## src/rtl/i2c_pair_pkg.sv

```systemverilog
package i2c_pair_pkg;
  localparam int BYTE_W = 8;
  localparam int CNT_W  = 4;

  typedef enum logic [2:0] {
    ST_IDLE,
    ST_ADDR,
    ST_ACK_ADR,
    ST_RX,
    ST_ACK_DAT,
    ST_TX,
    ST_MACK,
    ST_WAIT
  } state_t;
endpackage

```

## src/rtl/i2c_pair_sync.sv

```systemverilog
module i2c_pair_sync (
  input  logic clk_i,
  input  logic rst_ni,
  input  logic scl_i,
  input  logic sda_i,
  output logic scl_o,
  output logic sda_o,
  output logic scl_rise_o,
  output logic scl_fall_o,
  output logic start_o,
  output logic stop_o
);
  logic [1:0] scl_ff, sda_ff;
  logic       scl_d, sda_d;

  always_ff @(posedge clk_i or negedge rst_ni) begin
    if (!rst_ni) begin
      scl_ff <= 2'b11;
      sda_ff <= 2'b11;
      scl_d  <= 1'b1;
      sda_d  <= 1'b1;
    end else begin
      scl_ff <= {scl_ff[0], scl_i};
      sda_ff <= {sda_ff[0], sda_i};
      scl_d  <= scl_ff[1];
      sda_d  <= sda_ff[1];
    end
  end

  assign scl_o      = scl_ff[1];
  assign sda_o      = sda_ff[1];
  assign scl_rise_o = scl_ff[1] & ~scl_d;
  assign scl_fall_o = ~scl_ff[1] & scl_d;
  // SDA edge while SCL stays high
  assign start_o    = scl_ff[1] & scl_d & sda_d & ~sda_ff[1];
  assign stop_o     = scl_ff[1] & scl_d & ~sda_d & sda_ff[1];
endmodule

```

## src/rtl/i2c_pair_regfile.sv

```systemverilog
module i2c_pair_regfile #(
  parameter int NUM_REGS = 8
) (
  input  logic                         clk_i,
  input  logic                         rst_ni,
  input  logic                         we_i,
  input  logic [i2c_pair_pkg::BYTE_W-1:0] waddr_i,
  input  logic [i2c_pair_pkg::BYTE_W-1:0] wdata_i,
  input  logic [i2c_pair_pkg::BYTE_W-1:0] raddr_i,
  output logic [i2c_pair_pkg::BYTE_W-1:0] rdata_o
);
  import i2c_pair_pkg::*;
  localparam int IDX_W = (NUM_REGS > 1) ? $clog2(NUM_REGS) : 1;

  logic [NUM_REGS-1:0][BYTE_W-1:0] regs_q;
  logic [IDX_W-1:0] ridx, widx;

  assign ridx = raddr_i[IDX_W-1:0];
  assign widx = waddr_i[IDX_W-1:0];

  for (genvar g = 0; g < NUM_REGS; g++) begin : g_reg
    always_ff @(posedge clk_i or negedge rst_ni) begin
      if (!rst_ni)                                  regs_q[g] <= '0;
      else if (we_i && waddr_i == BYTE_W'(g))       regs_q[g] <= wdata_i;
    end
  end

  assign rdata_o = (int'(raddr_i) < NUM_REGS) ? regs_q[ridx] : '0;

  a_r7_oob_write_dropped: assert property (@(posedge clk_i) disable iff (!rst_ni)
    (we_i && int'(waddr_i) >= NUM_REGS) |=> $stable(regs_q));

  a_r3_write_lands: assert property (@(posedge clk_i) disable iff (!rst_ni)
    (we_i && int'(waddr_i) < NUM_REGS) |=> regs_q[$past(widx)] == $past(wdata_i));
endmodule

```

## src/rtl/i2c_pair_target.sv

```systemverilog
module i2c_pair_target #(
  parameter logic [6:0] DEV_ADDR = 7'h30,
  parameter int         NUM_REGS = 8
) (
  input  logic clk_i,
  input  logic rst_ni,
  input  logic scl_i,
  input  logic sda_i,
  output logic sda_oe_o
);
  import i2c_pair_pkg::*;
  localparam logic [CNT_W-1:0] LAST_BIT = CNT_W'(BYTE_W);

  logic scl_s, sda_s, scl_rise, scl_fall, start_det, stop_det;

  i2c_pair_sync u_sync (
    .clk_i      (clk_i),
    .rst_ni     (rst_ni),
    .scl_i      (scl_i),
    .sda_i      (sda_i),
    .scl_o      (scl_s),
    .sda_o      (sda_s),
    .scl_rise_o (scl_rise),
    .scl_fall_o (scl_fall),
    .start_o    (start_det),
    .stop_o     (stop_det)
  );

  state_t              state_q;
  logic [CNT_W-1:0]    cnt_q;
  logic [BYTE_W-1:0]   shreg_q, ptr_q, rdata;
  logic                expect_addr_q, wr_pend_q, rd_q, sda_oe_q, we;

  // data byte commits on the high phase of its ACK clock
  assign we = (state_q == ST_ACK_DAT) && scl_rise && wr_pend_q;

  i2c_pair_regfile #(.NUM_REGS(NUM_REGS)) u_regs (
    .clk_i   (clk_i),
    .rst_ni  (rst_ni),
    .we_i    (we),
    .waddr_i (ptr_q),
    .wdata_i (shreg_q),
    .raddr_i (ptr_q),
    .rdata_o (rdata)
  );

  always_ff @(posedge clk_i or negedge rst_ni) begin
    if (!rst_ni) begin
      state_q       <= ST_IDLE;
      cnt_q         <= '0;
      shreg_q       <= '0;
      ptr_q         <= '0;
      expect_addr_q <= 1'b0;
      wr_pend_q     <= 1'b0;
      rd_q          <= 1'b0;
      sda_oe_q      <= 1'b0;
    end else if (start_det) begin
      state_q  <= ST_ADDR;
      cnt_q    <= '0;
      sda_oe_q <= 1'b0;
    end else if (stop_det) begin
      state_q  <= ST_IDLE;
      sda_oe_q <= 1'b0;
    end else begin
      unique case (state_q)
        ST_ADDR, ST_RX: begin
          if (scl_rise && cnt_q < LAST_BIT) begin
            shreg_q <= {shreg_q[BYTE_W-2:0], sda_s};
            cnt_q   <= cnt_q + 1'b1;
          end else if (scl_fall && cnt_q == LAST_BIT) begin
            if (state_q == ST_ADDR) begin
              if (shreg_q[BYTE_W-1:1] == DEV_ADDR) begin
                sda_oe_q <= 1'b1;
                rd_q     <= shreg_q[0];
                if (!shreg_q[0]) expect_addr_q <= 1'b1;
                state_q  <= ST_ACK_ADR;
              end else begin
                state_q  <= ST_WAIT;
              end
            end else begin
              sda_oe_q <= 1'b1;
              state_q  <= ST_ACK_DAT;
              if (expect_addr_q) begin
                ptr_q     <= shreg_q;
                wr_pend_q <= 1'b0;
              end else begin
                wr_pend_q <= 1'b1;
              end
              expect_addr_q <= ~expect_addr_q;
            end
          end
        end
        ST_ACK_ADR: begin
          if (scl_fall) begin
            cnt_q <= '0;
            if (rd_q) begin
              shreg_q  <= rdata;
              sda_oe_q <= ~rdata[BYTE_W-1];
              state_q  <= ST_TX;
            end else begin
              sda_oe_q <= 1'b0;
              state_q  <= ST_RX;
            end
          end
        end
        ST_ACK_DAT: begin
          if (scl_fall) begin
            sda_oe_q  <= 1'b0;
            wr_pend_q <= 1'b0;
            cnt_q     <= '0;
            state_q   <= ST_RX;
          end
        end
        ST_TX: begin
          if (scl_rise) begin
            cnt_q <= cnt_q + 1'b1;
          end else if (scl_fall) begin
            if (cnt_q == LAST_BIT) begin
              sda_oe_q <= 1'b0;
              state_q  <= ST_MACK;
            end else begin
              shreg_q  <= {shreg_q[BYTE_W-2:0], 1'b0};
              sda_oe_q <= ~shreg_q[BYTE_W-2];
            end
          end
        end
        ST_MACK: if (scl_rise) state_q <= ST_WAIT;
        default: ;
      endcase
    end
  end

  assign sda_oe_o = sda_oe_q;

  a_r6_oe_moves_scl_low: assert property (@(posedge clk_i) disable iff (!rst_ni)
    (sda_oe_o != $past(sda_oe_o)) |-> !scl_s);

  a_r2_silent_when_ignored: assert property (@(posedge clk_i) disable iff (!rst_ni)
    (state_q == ST_WAIT) |-> !sda_oe_o);

  a_r9_start_to_addr: assert property (@(posedge clk_i) disable iff (!rst_ni)
    start_det |=> (state_q == ST_ADDR && cnt_q == '0));

  a_r9_stop_to_idle: assert property (@(posedge clk_i) disable iff (!rst_ni)
    stop_det |=> (state_q == ST_IDLE && !sda_oe_o));

  a_r4_bit_count_bound: assert property (@(posedge clk_i) disable iff (!rst_ni)
    cnt_q <= LAST_BIT);

  a_r8_release_for_master_ack: assert property (@(posedge clk_i) disable iff (!rst_ni)
    (state_q == ST_MACK) |-> !sda_oe_o);
endmodule

```

## config.mk

```make
export PLATFORM = sky130hd
export DESIGN_NAME = i2c_pair_target
export DESIGN_NICKNAME = d
export VERILOG_FILES = /design/src/rtl/i2c_pair_pkg.sv /design/src/rtl/i2c_pair_sync.sv /design/src/rtl/i2c_pair_regfile.sv /design/src/rtl/i2c_pair_target.sv
export SDC_FILE = /design/constraint.sdc
export NUM_CORES = 1
export LEC_CHECK = 0
export CAP_MARGIN = 20
export CORE_MARGIN = 3
export CORE_UTILIZATION = 63
export CTS_CLUSTER_DIAMETER = 120
export DETAILED_ROUTE_END_ITERATION = 8
export PLACE_DENSITY = 0.8
export REMOVE_ABC_BUFFERS = 1
export SYNTH_ARGS = -nofsm -noshare
export SYNTH_HDL_FRONTEND = slang
export SYNTH_SLANG_ARGS = --single-unit
```

## constraint.sdc

```tcl
create_clock -name clk_i -period 3 [get_ports clk_i]
set_input_delay 0.75 -clock clk_i [delete_from_list [all_inputs] [get_ports clk_i]]
set_output_delay 0.75 -clock clk_i [all_outputs]
set_load 0.03 [all_outputs]
```

==> results.yml, run 1 <==
global_routing:
  overflow: 0
  globalRouteTotalUtil_pct: 24.5
  grt_pass1_vias: 3081
  antenna_found_initial: 0
  grt_max_degree: 50
  grt_pass1_wl_um: 16100
final_layout:
  final_common_cell: "dfrtp_1"
  nets: 381
  nFillCells: 518
  antennaDiodeCount: 0
  fin_cells: 478
  register_area_um2: 2430
  multiInputGateArea_um2: 2180
  final_layout_size_suffix_gt1_share_pct: 36.9
  final_cell_mix: "dfrtp_1, mux2_2, nand2_1"
  syn2layout_area_growth_pct: 7.52
sta:
  tightest_slew_ns: 0.802
  slew_viol_final: 0
  setup_tns_ns: 0
  max_slew_margin_pct: 46.5
  hold_violations: 0
  fin_skew_ns: 0.0114
  max_freq_mhz: 393
  setup_viol: 0
  fin_crit_ns: 2.55
  rsz0062_at_grt: "false"
  period_share_pct: 84.9
setup_path:
  cp-start-kind: "flop"
  end_kind: "flop"
  crit_fanout: 12
  r2r-end: "u_regs.regs_q[25]"
  worstPathArrival_ns: 2.78
  crit_type: "reg2reg"
  r2r_cells: 5
  timing.reg2reg.setup_slack_ns: 0.45
  rr_startpoint: "u_sync.scl_ff[1]"
  cp.required_ns: 3.23
yosys:
  avgSynthCellArea_um2: 12.7
  synth-async-reset-ratio_pct: 100
  synth_area_leaders: "dfrtp_1, mux2_2, mux4_2, dfstp_2, nand2_1"
  yosysTopAreaCellShare_pct: 48.0
  syn-cell-area_um2: 4740
  synth_edf_count: 0
  ys_seq_elements: 97
  synth_top_area_cell: "dfrtp_1"
  yosys_warnings: 0
  ys_seq_area_share_pct: 51.3
  synth_ff_type: "dfrtp_1"
  syn-instance-count: 375
  yosysUniqueCellTypes: 57
die:
  rows: 31
  fp.dieArea_um2: 8610
  core_area_um2: 7290
  start_util_pct: 65.1
  die_h_um: 92.8
  die_x_um: 92.8
  ios: 5
route:
  via_count: 3052
  drt_first_pass_iters: 4
  drt-total-wl_um: 9570
  wl_per_cell_um: 20.0
  viasPerCell: 6.38
  drc: 0
  drt_iter0_drc: 237
  ant_nets: 0
cts:
  cts_setup_buffers: 0
  cts_hold_buf: 0
  root_buffer: "clkbuf_8"
  cts_tree: "built"
  numCtsBuffers: 9
  cts_resized: 0
  cts.sinks: 97
  clk_path_buf_depth: 2
  clkTransAtPathRegs_ns: 0.09
  h-tree-depth: 3
  clock_latency_ns: 0.35
power_and_ir_drop:
  ir_drop_mv: 0.377
  cellPowerDensity_nw_per_um2: 749
  p_leak_nw: 2.30
hold_path:
  min_path_type: "reg2reg"
  min_to: "u_sync.sda_ff[1]"
  hold-path-cell-count: 0
  worstHoldStart: "u_sync.sda_ff[0]"
placement:
  port_buffers: 4
  dp.cells: 463
  dp.final_hpwl_um: 6320
  routabilityCongestion: 0.923
status:
  status: "complete, no violations"
flow_run:
  maxCapViolations: 0
-- Yosys cell counts, types with 2 or more instances --
library cell,n
dfrtp_1,91
mux2_2,81
nand2_1,22
nor2_1,19
mux4_2,14
clkbuf_1,13
a31oi_1,11
buf_2,9
nand3_1,7
nor2b_1,7
o21ai_0,7
a21oi_1,6
dfstp_2,6
inv_1,6
nor3_1,6
nand3b_1,5
mux2i_1,4
o211ai_1,4
buf_1,3
nand2_2,3
nand2b_1,3
nor3b_1,3
a211oi_1,2
a22oi_1,2
and2_1,2
ha_1,2
nor2_2,2
nor4_2,2
o21bai_1,2
o22ai_1,2
or2_2,2
xnor2_1,2
-- layout make-up --
cell class	instances	area share, %
Tap cell	99	2.43
Clock buffer	12	3.24
Inverter	6	0.442
Timing Repair Buffer	14	2.45
Multi-Input combinational cell	247	42.8
Sequential cell	97	47.7
Clock inverter	3	0.932
-- flip-flops by register name (all words and copies together), names as in the netlist --
signal / cells
u_regs.regs_q: 64
ptr_q: 8
shreg_q: 8
cnt_q: 4
state_q: 3
u_sync.scl_ff: 2
u_sync.sda_ff: 2
expect_addr_q: 1
rd_q: 1
sda_oe_o: 1
u_sync.scl_d: 1
u_sync.sda_d: 1
wr_pend_q: 1
-- worst max-delay path by stage --
stage	from	end	slack, ns	depth (start not counted)
after global routing	u_sync.scl_ff[1]	u_regs.regs_q[27]	0.37	5
after CTS	u_sync.scl_ff[1]	u_regs.regs_q[25]	0.47	5
after detailed placement	u_sync.scl_ff[1]	u_regs.regs_q[25]	0.48	5
final	u_sync.scl_ff[1]	u_regs.regs_q[25]	0.45	5
after global placement	u_sync.scl_ff[1]	u_regs.regs_q[28]	0.52	5
after floorplan	u_sync.scl_ff[1]	u_regs.regs_q[10]	0.60	5
-- routing by layer --
| metal | up-vias | wire [µm] | GRT usage (%) |
|---|---|---|---|
| met4 | 0 | 429 | 13.6 |
| met5 | - | 0 | 0 |
| li1 | 1377 | - | - |
| met1 | 1565 | 4130 | 32.4 |
| met3 | 36 | 309 | 3.74 |
| met2 | 74 | 4700 | 39.1 |
-- worst max-delay path, cell delays in order (launching register included) --
cell and delay [ns]:
dfstp_2 0.63, or3b_2 0.50, nor4_2 0.28, nand2b_1 0.20, nor2_2 0.43, mux2_2 0.39
-- cells by family (layout without fill, tap and decap cells) --
logic type                 count (synthesis)  in the layout  synth area share (%)
AOI/OAI and AO/OA                         49             49                  7.07
xor gates and xnor gates                   2              2                 0.369
adders and majority gates                  2              2                 0.527
buffers and inverters                     31             35                  2.69
DFF                                       97             97                  51.3
muxes                                     99             99                  26.7
and+or+nand+nor                           95             95                  11.3
-- power by group --
part	internal [mW]	total, mW	switching [mW]
registers	1.48	1.82	0.344
clock network	0.454	0.890	0.436
logic	0.514	1.10	0.590
total	2.45	3.82	1.37
-- per-stage QoR --
| stage | cell area, µm² | util (%) | hold slack, ns | setup slack [ns] | power (mW) |
|---|---|---|---|---|---|
| finish | 5100 | 70.0 | 0.361 | 0.454 | 3.82 |
| global route | 5100 | 70.0 | 0.368 | 0.369 | 4.05 |
| CTS | 5100 | 70.0 | 0.363 | 0.470 | 3.83 |
| detailed placement | 4890 | 67.0 | 0.348 | 0.482 | 2.94 |
| global placement | 4890 | 67.0 | 0.347 | 0.520 | 2.90 |
| floorplan | 4640 | - | 0.345 | 0.596 | 2.51 |
Power figures use the tool's default switching activity.
==> run 2, diff against run 1 <==
==> constraint.sdc (replaced) <==
create_clock -name clk_i -period 2.54 [get_ports clk_i]
set_input_delay 0.635 -clock clk_i [delete_from_list [all_inputs] [get_ports clk_i]]
set_output_delay 0.635 -clock clk_i [all_outputs]
set_load 0.03 [all_outputs]
==> results.yml, run 2 (synthesis gave the netlist of run 1 again) <==
final_layout:
  final_layout_size_suffix_gt1_share_pct: 37.8
  syn2layout_area_growth_pct: 8.28
  fin_cells: 485
  multiInputGateArea_um2: 2180
  final_common_cell: "dfrtp_1"
  final_cell_mix: "dfrtp_1, mux2_2, nand2_1"
  largest_reg_flops: 64
  regMostFlops: "u_regs.regs_q"
  nets: 387
  nFillCells: 531
  register_area_um2: 2430
  top_regs: "u_regs.regs_q x64, ptr_q x8, shreg_q x8"
  antennaDiodeCount: 0
hold_path:
  min_path_type: "in2async"
sta:
  rsz0062_at_grt: "false"
  hold_violations: 0
  max_slew_margin_pct: 40.7
  fin_skew_ns: 0.00975
  setup_viol: 0
  setup_tns_ns: 0
  tightest_slew_ns: 0.887
  slew_viol_final: 0
  max_freq_mhz: 430
  fin_crit_ns: 2.33
  period_share_pct: 91.6
cts:
  cts_hold_buf: 0
  numCtsBuffers: 9
  cts_setup_buffers: 0
  cts.sinks: 97
  cts_resized: 0
  root_buffer: "clkbuf_8"
  h-tree-depth: 3
  clock_latency_ns: 0.36
  cts_tree: "built"
  clkTransAtPathRegs_ns: 0.09
  clk_path_buf_depth: 2
global_routing:
  antenna_found_initial: 0
  grt_max_degree: 43
  grt_pass1_wl_um: 16200
  globalRouteTotalUtil_pct: 24.9
  grt_pass1_vias: 3095
  overflow: 0
setup_path:
  end_kind: "flop"
  cp-start-kind: "flop"
  max_stage_delay_ns: 0.53
  critPathSlowestCell: "dfstp_2"
  crit_path_start: "u_sync.scl_ff[1]"
  worstPathArrival_ns: 2.57
  cp.required_ns: 2.79
  rr_startpoint: "u_sync.scl_ff[1]"
  crit_fanout: 8
  r2r-end: "u_regs.regs_q[23]"
  crit_family: "simple AND/OR/NAND/NOR gates"
  crit_chain: "or3b_2, nor4_2, nand2b_1, nor2b_1, buf_4, mux2_2"
  timing.reg2reg.setup_slack_ns: 0.21
  crit_type: "reg2reg"
  cp_num_buf_inv: 1
  r2r_cells: 6
route:
  ant_nets: 0
  drt_iter0_drc: 220
  viasPerCell: 6.25
  drt_first_pass_iters: 5
  via_count: 3032
  drc: 0
  drt-total-wl_um: 9840
  wl_per_cell_um: 20.3
die:
  rows: 31
  die_h_um: 92.8
  ios: 5
  fp.dieArea_um2: 8610
  core_area_um2: 7290
  die_x_um: 92.8
  start_util_pct: 65.1
placement:
  port_buffers: 4
  dp.final_hpwl_um: 6560
  routabilityCongestion: 0.870
  dp.cells: 469
flow_run:
  maxCapViolations: 0
status:
  status: "complete, no violations"
power_and_ir_drop:
  p_leak_nw: 2.32
  cellPowerDensity_nw_per_um2: 863
  ir_drop_mv: 0.447
[run 2: worst reg2reg max path: cells and delay by family (launching register included)]
family	cells	cell delay [ns]
multiplexers	1	0.35
flip-flops	1	0.53
AND/OR/NAND/NOR	4	1.14
buffers and inverters	1	0.21
[run 2: report_power, final]
| group | leakage, nW | switching, mW | internal (mW) | total (mW) |
|---|---|---|---|---|
| combinational | 0.941 | 0.725 | 0.619 | 1.34 |
| clock | 0.100 | 0.523 | 0.442 | 0.965 |
| sequential | 1.28 | 0.377 | 1.75 | 2.13 |
| total | 2.32 | 1.62 | 2.81 | 4.43 |
[run 2: cell type report]
cell class                 instances  area share (%)
multi-input combinational        247            42.5
sequential                        97            47.4
timing repair buffer              20            3.56
inverter                           6           0.438
tap                               99            2.41
clock buffer                      13            3.29
clock inverter                     3           0.438
[run 2: worst max-delay path by stage]
stage / end / slack, ns / depth (start not counted)
6_report: u_regs.regs_q[23] / 0.21 / 6
5_1_grt: u_regs.regs_q[19] / 0.10 / 6
4_1_cts: u_regs.regs_q[23] / 0.22 / 6
3_5_place_dp: u_regs.regs_q[22] / 0.24 / 6
3_3_place_gp: u_regs.regs_q[22] / 0.27 / 6
2_1_floorplan: u_regs.regs_q[10] / 0.14 / 5
[run 2: per-stage QoR]
step	cell area, µm²	utilization (%)	setup WS, ns	hold slack (ns)	power [mW]
2_1_floorplan	4640	-	0.136	0.339	2.97
3_3_place_gp	4950	67.8	0.267	0.346	3.44
3_5_place_dp	4950	67.8	0.239	0.350	3.48
4_1_cts	5140	70.5	0.215	0.269	4.45
5_1_grt	5140	70.5	0.103	0.284	4.71
6_report	5140	70.5	0.213	0.262	4.43
[run 2: layer usage]
metal | share of wire, % | routed length, µm | up-vias | track usage, %
met5 | 0 | 0 | - | 0
met4 | 1.5 | 148 | 0 | 7.08
met3 | 3.8 | 378 | 14 | 4.71
met2 | 53 | 5170 | 69 | 41.9
met1 | 42 | 4140 | 1559 | 33.2
li1 | - | - | 1390 | -
==> run 3, diff against run 2 <==
--- a/config.mk
+++ b/config.mk
@@ -10,7 +10,8 @@
 export CORE_UTILIZATION = 63
 export CTS_CLUSTER_DIAMETER = 120
 export DETAILED_ROUTE_END_ITERATION = 8
-export PLACE_DENSITY = 0.8
+export GPL_TIMING_DRIVEN = 0
+export PLACE_DENSITY = 0.83
 export REMOVE_ABC_BUFFERS = 1
 export SYNTH_ARGS = -nofsm -noshare
 export SYNTH_HDL_FRONTEND = slang
==> results.yml, run 3 (synthesis gave the netlist of run 1 again) <==
power_and_ir_drop:
  ir_drop_mv: 0.426
  p_leak_nw: 2.33
  cellPowerDensity_nw_per_um2: 848
  fin_total_pwr_mw: 4.43
route:
  ant_nets: 0
  drt_iter0_drc: 201
  drt_first_pass_iters: 4
  via_count: 3083
  viasPerCell: 6.36
  wl_per_cell_um: 19.9
  drc: 0
  drt-total-wl_um: 9650
global_routing:
  grt_max_degree: 76
  overflow: 0
  grt_pass1_vias: 3098
  antenna_found_initial: 0
  globalRouteTotalUtil_pct: 24.0
  grt_pass1_wl_um: 16000
setup_path:
  critPathSlowestCell: "dfstp_2"
  cpMostUsedCell: "buf_4"
  rr_startpoint: "u_sync.scl_ff[1]"
  cp_num_buf_inv: 3
  worstPathArrival_ns: 2.74
  crit_path_start: "u_sync.scl_ff[1]"
  crit_chain: "or3b_4, nor4_4, nand2b_1, buf_4, buf_4, nor2_4, buf_12, mux2_2"
  max_stage_delay_ns: 0.56
  end_kind: "flop"
  cp-start-kind: "flop"
  crit_type: "reg2reg"
  crit_fanout: 7
  cp.required_ns: 2.79
  crit_family: "simple AND/OR/NAND/NOR gates"
final_layout:
  syn2layout_area_growth_pct: 10.1
  nets: 388
  multiInputGateArea_um2: 2220
  nFillCells: 499
  fin_area_um2: 5220
  fin_cells: 485
  largest_reg_flops: 64
  register_area_um2: 2440
  final_cell_mix: "dfrtp_1, mux2_2, nand2_1"
  final_layout_size_suffix_gt1_share_pct: 39.4
  regMostFlops: "u_regs.regs_q"
  final_common_cell: "dfrtp_1"
  top_regs: "u_regs.regs_q x64, ptr_q x8, shreg_q x8"
  antennaDiodeCount: 0
sta:
  fin_crit_ns: 2.50
  period_share_pct: 98.2
  fin_ws_ns: 0.0450
  hold_violations: 0
  max_slew_margin_pct: 47.0
  max_freq_mhz: 401
  setup_viol: 0
  tightest_slew_ns: 0.793
  fin_skew_ns: 0.0101
  slew_viol_final: 0
die:
  rows: 31
  die_x_um: 92.8
  fp.dieArea_um2: 8610
  start_util_pct: 65.1
  die_h_um: 92.8
  core_area_um2: 7290
  ios: 5
cts:
  numCtsBuffers: 9
  clkTransAtPathRegs_ns: 0.10
  cts.sinks: 97
  cts_tree: "built"
  clock_latency_ns: 0.36
  clk_path_buf_depth: 2
  h-tree-depth: 3
  root_buffer: "clkbuf_8"
placement:
  dp.cells: 456
  place_area_um2: 4860
  routabilityCongestion: 0.923
  port_buffers: 4
  place_ws_ns: -0.513
  dp.final_hpwl_um: 6080
status:
  status: "complete, no violations"
flow_run:
  maxCapViolations: 0
hold_path:
  min_path_type: "in2async"
## run 3: changes by cell type in the layout (fill, tap and decap cells not counted), sizes merged
cell,change
inv,+1
bufinv,+1
clkbuf,-3
clkinv,-1
clkinvlp,+1
buf,+1
## run 3: where the power goes
| part | switching [mW] | internal (mW) |
|---|---|---|
| registers | 0.392 | 1.75 |
| logic | 0.661 | 0.603 |
| clock network | 0.538 | 0.486 |
## run 3: repair_timing
action                     4_1_cts  5_1_grt
hold buffers                     0        0
pin swaps                        1        1
setup endpoints to repair       41       33
setup buffers                    8        6
resized for setup                5        6
## run 3: per-layer routing
metal	track usage, %	up-vias	wire (µm)
met5	0	-	0
met4	8.91	0	185
met3	3.98	22	385
met2	39.5	90	4960
met1	32.2	1586	4120
li1	-	1385	-
## run 3: stage by stage
step	hold WS, ns	setup TNS [ns]	util [%]
2_1_floorplan	0.339	0	-
3_3_place_gp	0.346	-251.75	65.9
3_5_place_dp	0.347	-11.54	66.7
4_1_cts	0.150	-0.179	70.6
5_1_grt	0.164	-0.0160	71.6
6_report	0.159	0	71.6
## run 3: final timing paths
check,slack (ns),end,cells past startpoint
setup / recovery,0.04,u_regs.regs_q[30],8
hold / removal,0.16,u_regs.regs_q[1],1
setup reg to reg,0.04,u_regs.regs_q[30],8
hold reg to reg,0.36,u_sync.scl_ff[1],0
max in group asynchronous,1.69,ptr_q[1],2
min in group clk_i,0.36,u_sync.scl_ff[1],0
## run 3: final cells by class
cell class | instances | share of cell area [%]
multi-input cells | 247 | 42.5
clock buffers | 10 | 2.64
inverters | 6 | 0.431
clock inverters | 5 | 1.20
well taps | 99 | 2.37
flip-flops and latches | 97 | 46.7
repair buffers | 21 | 4.19
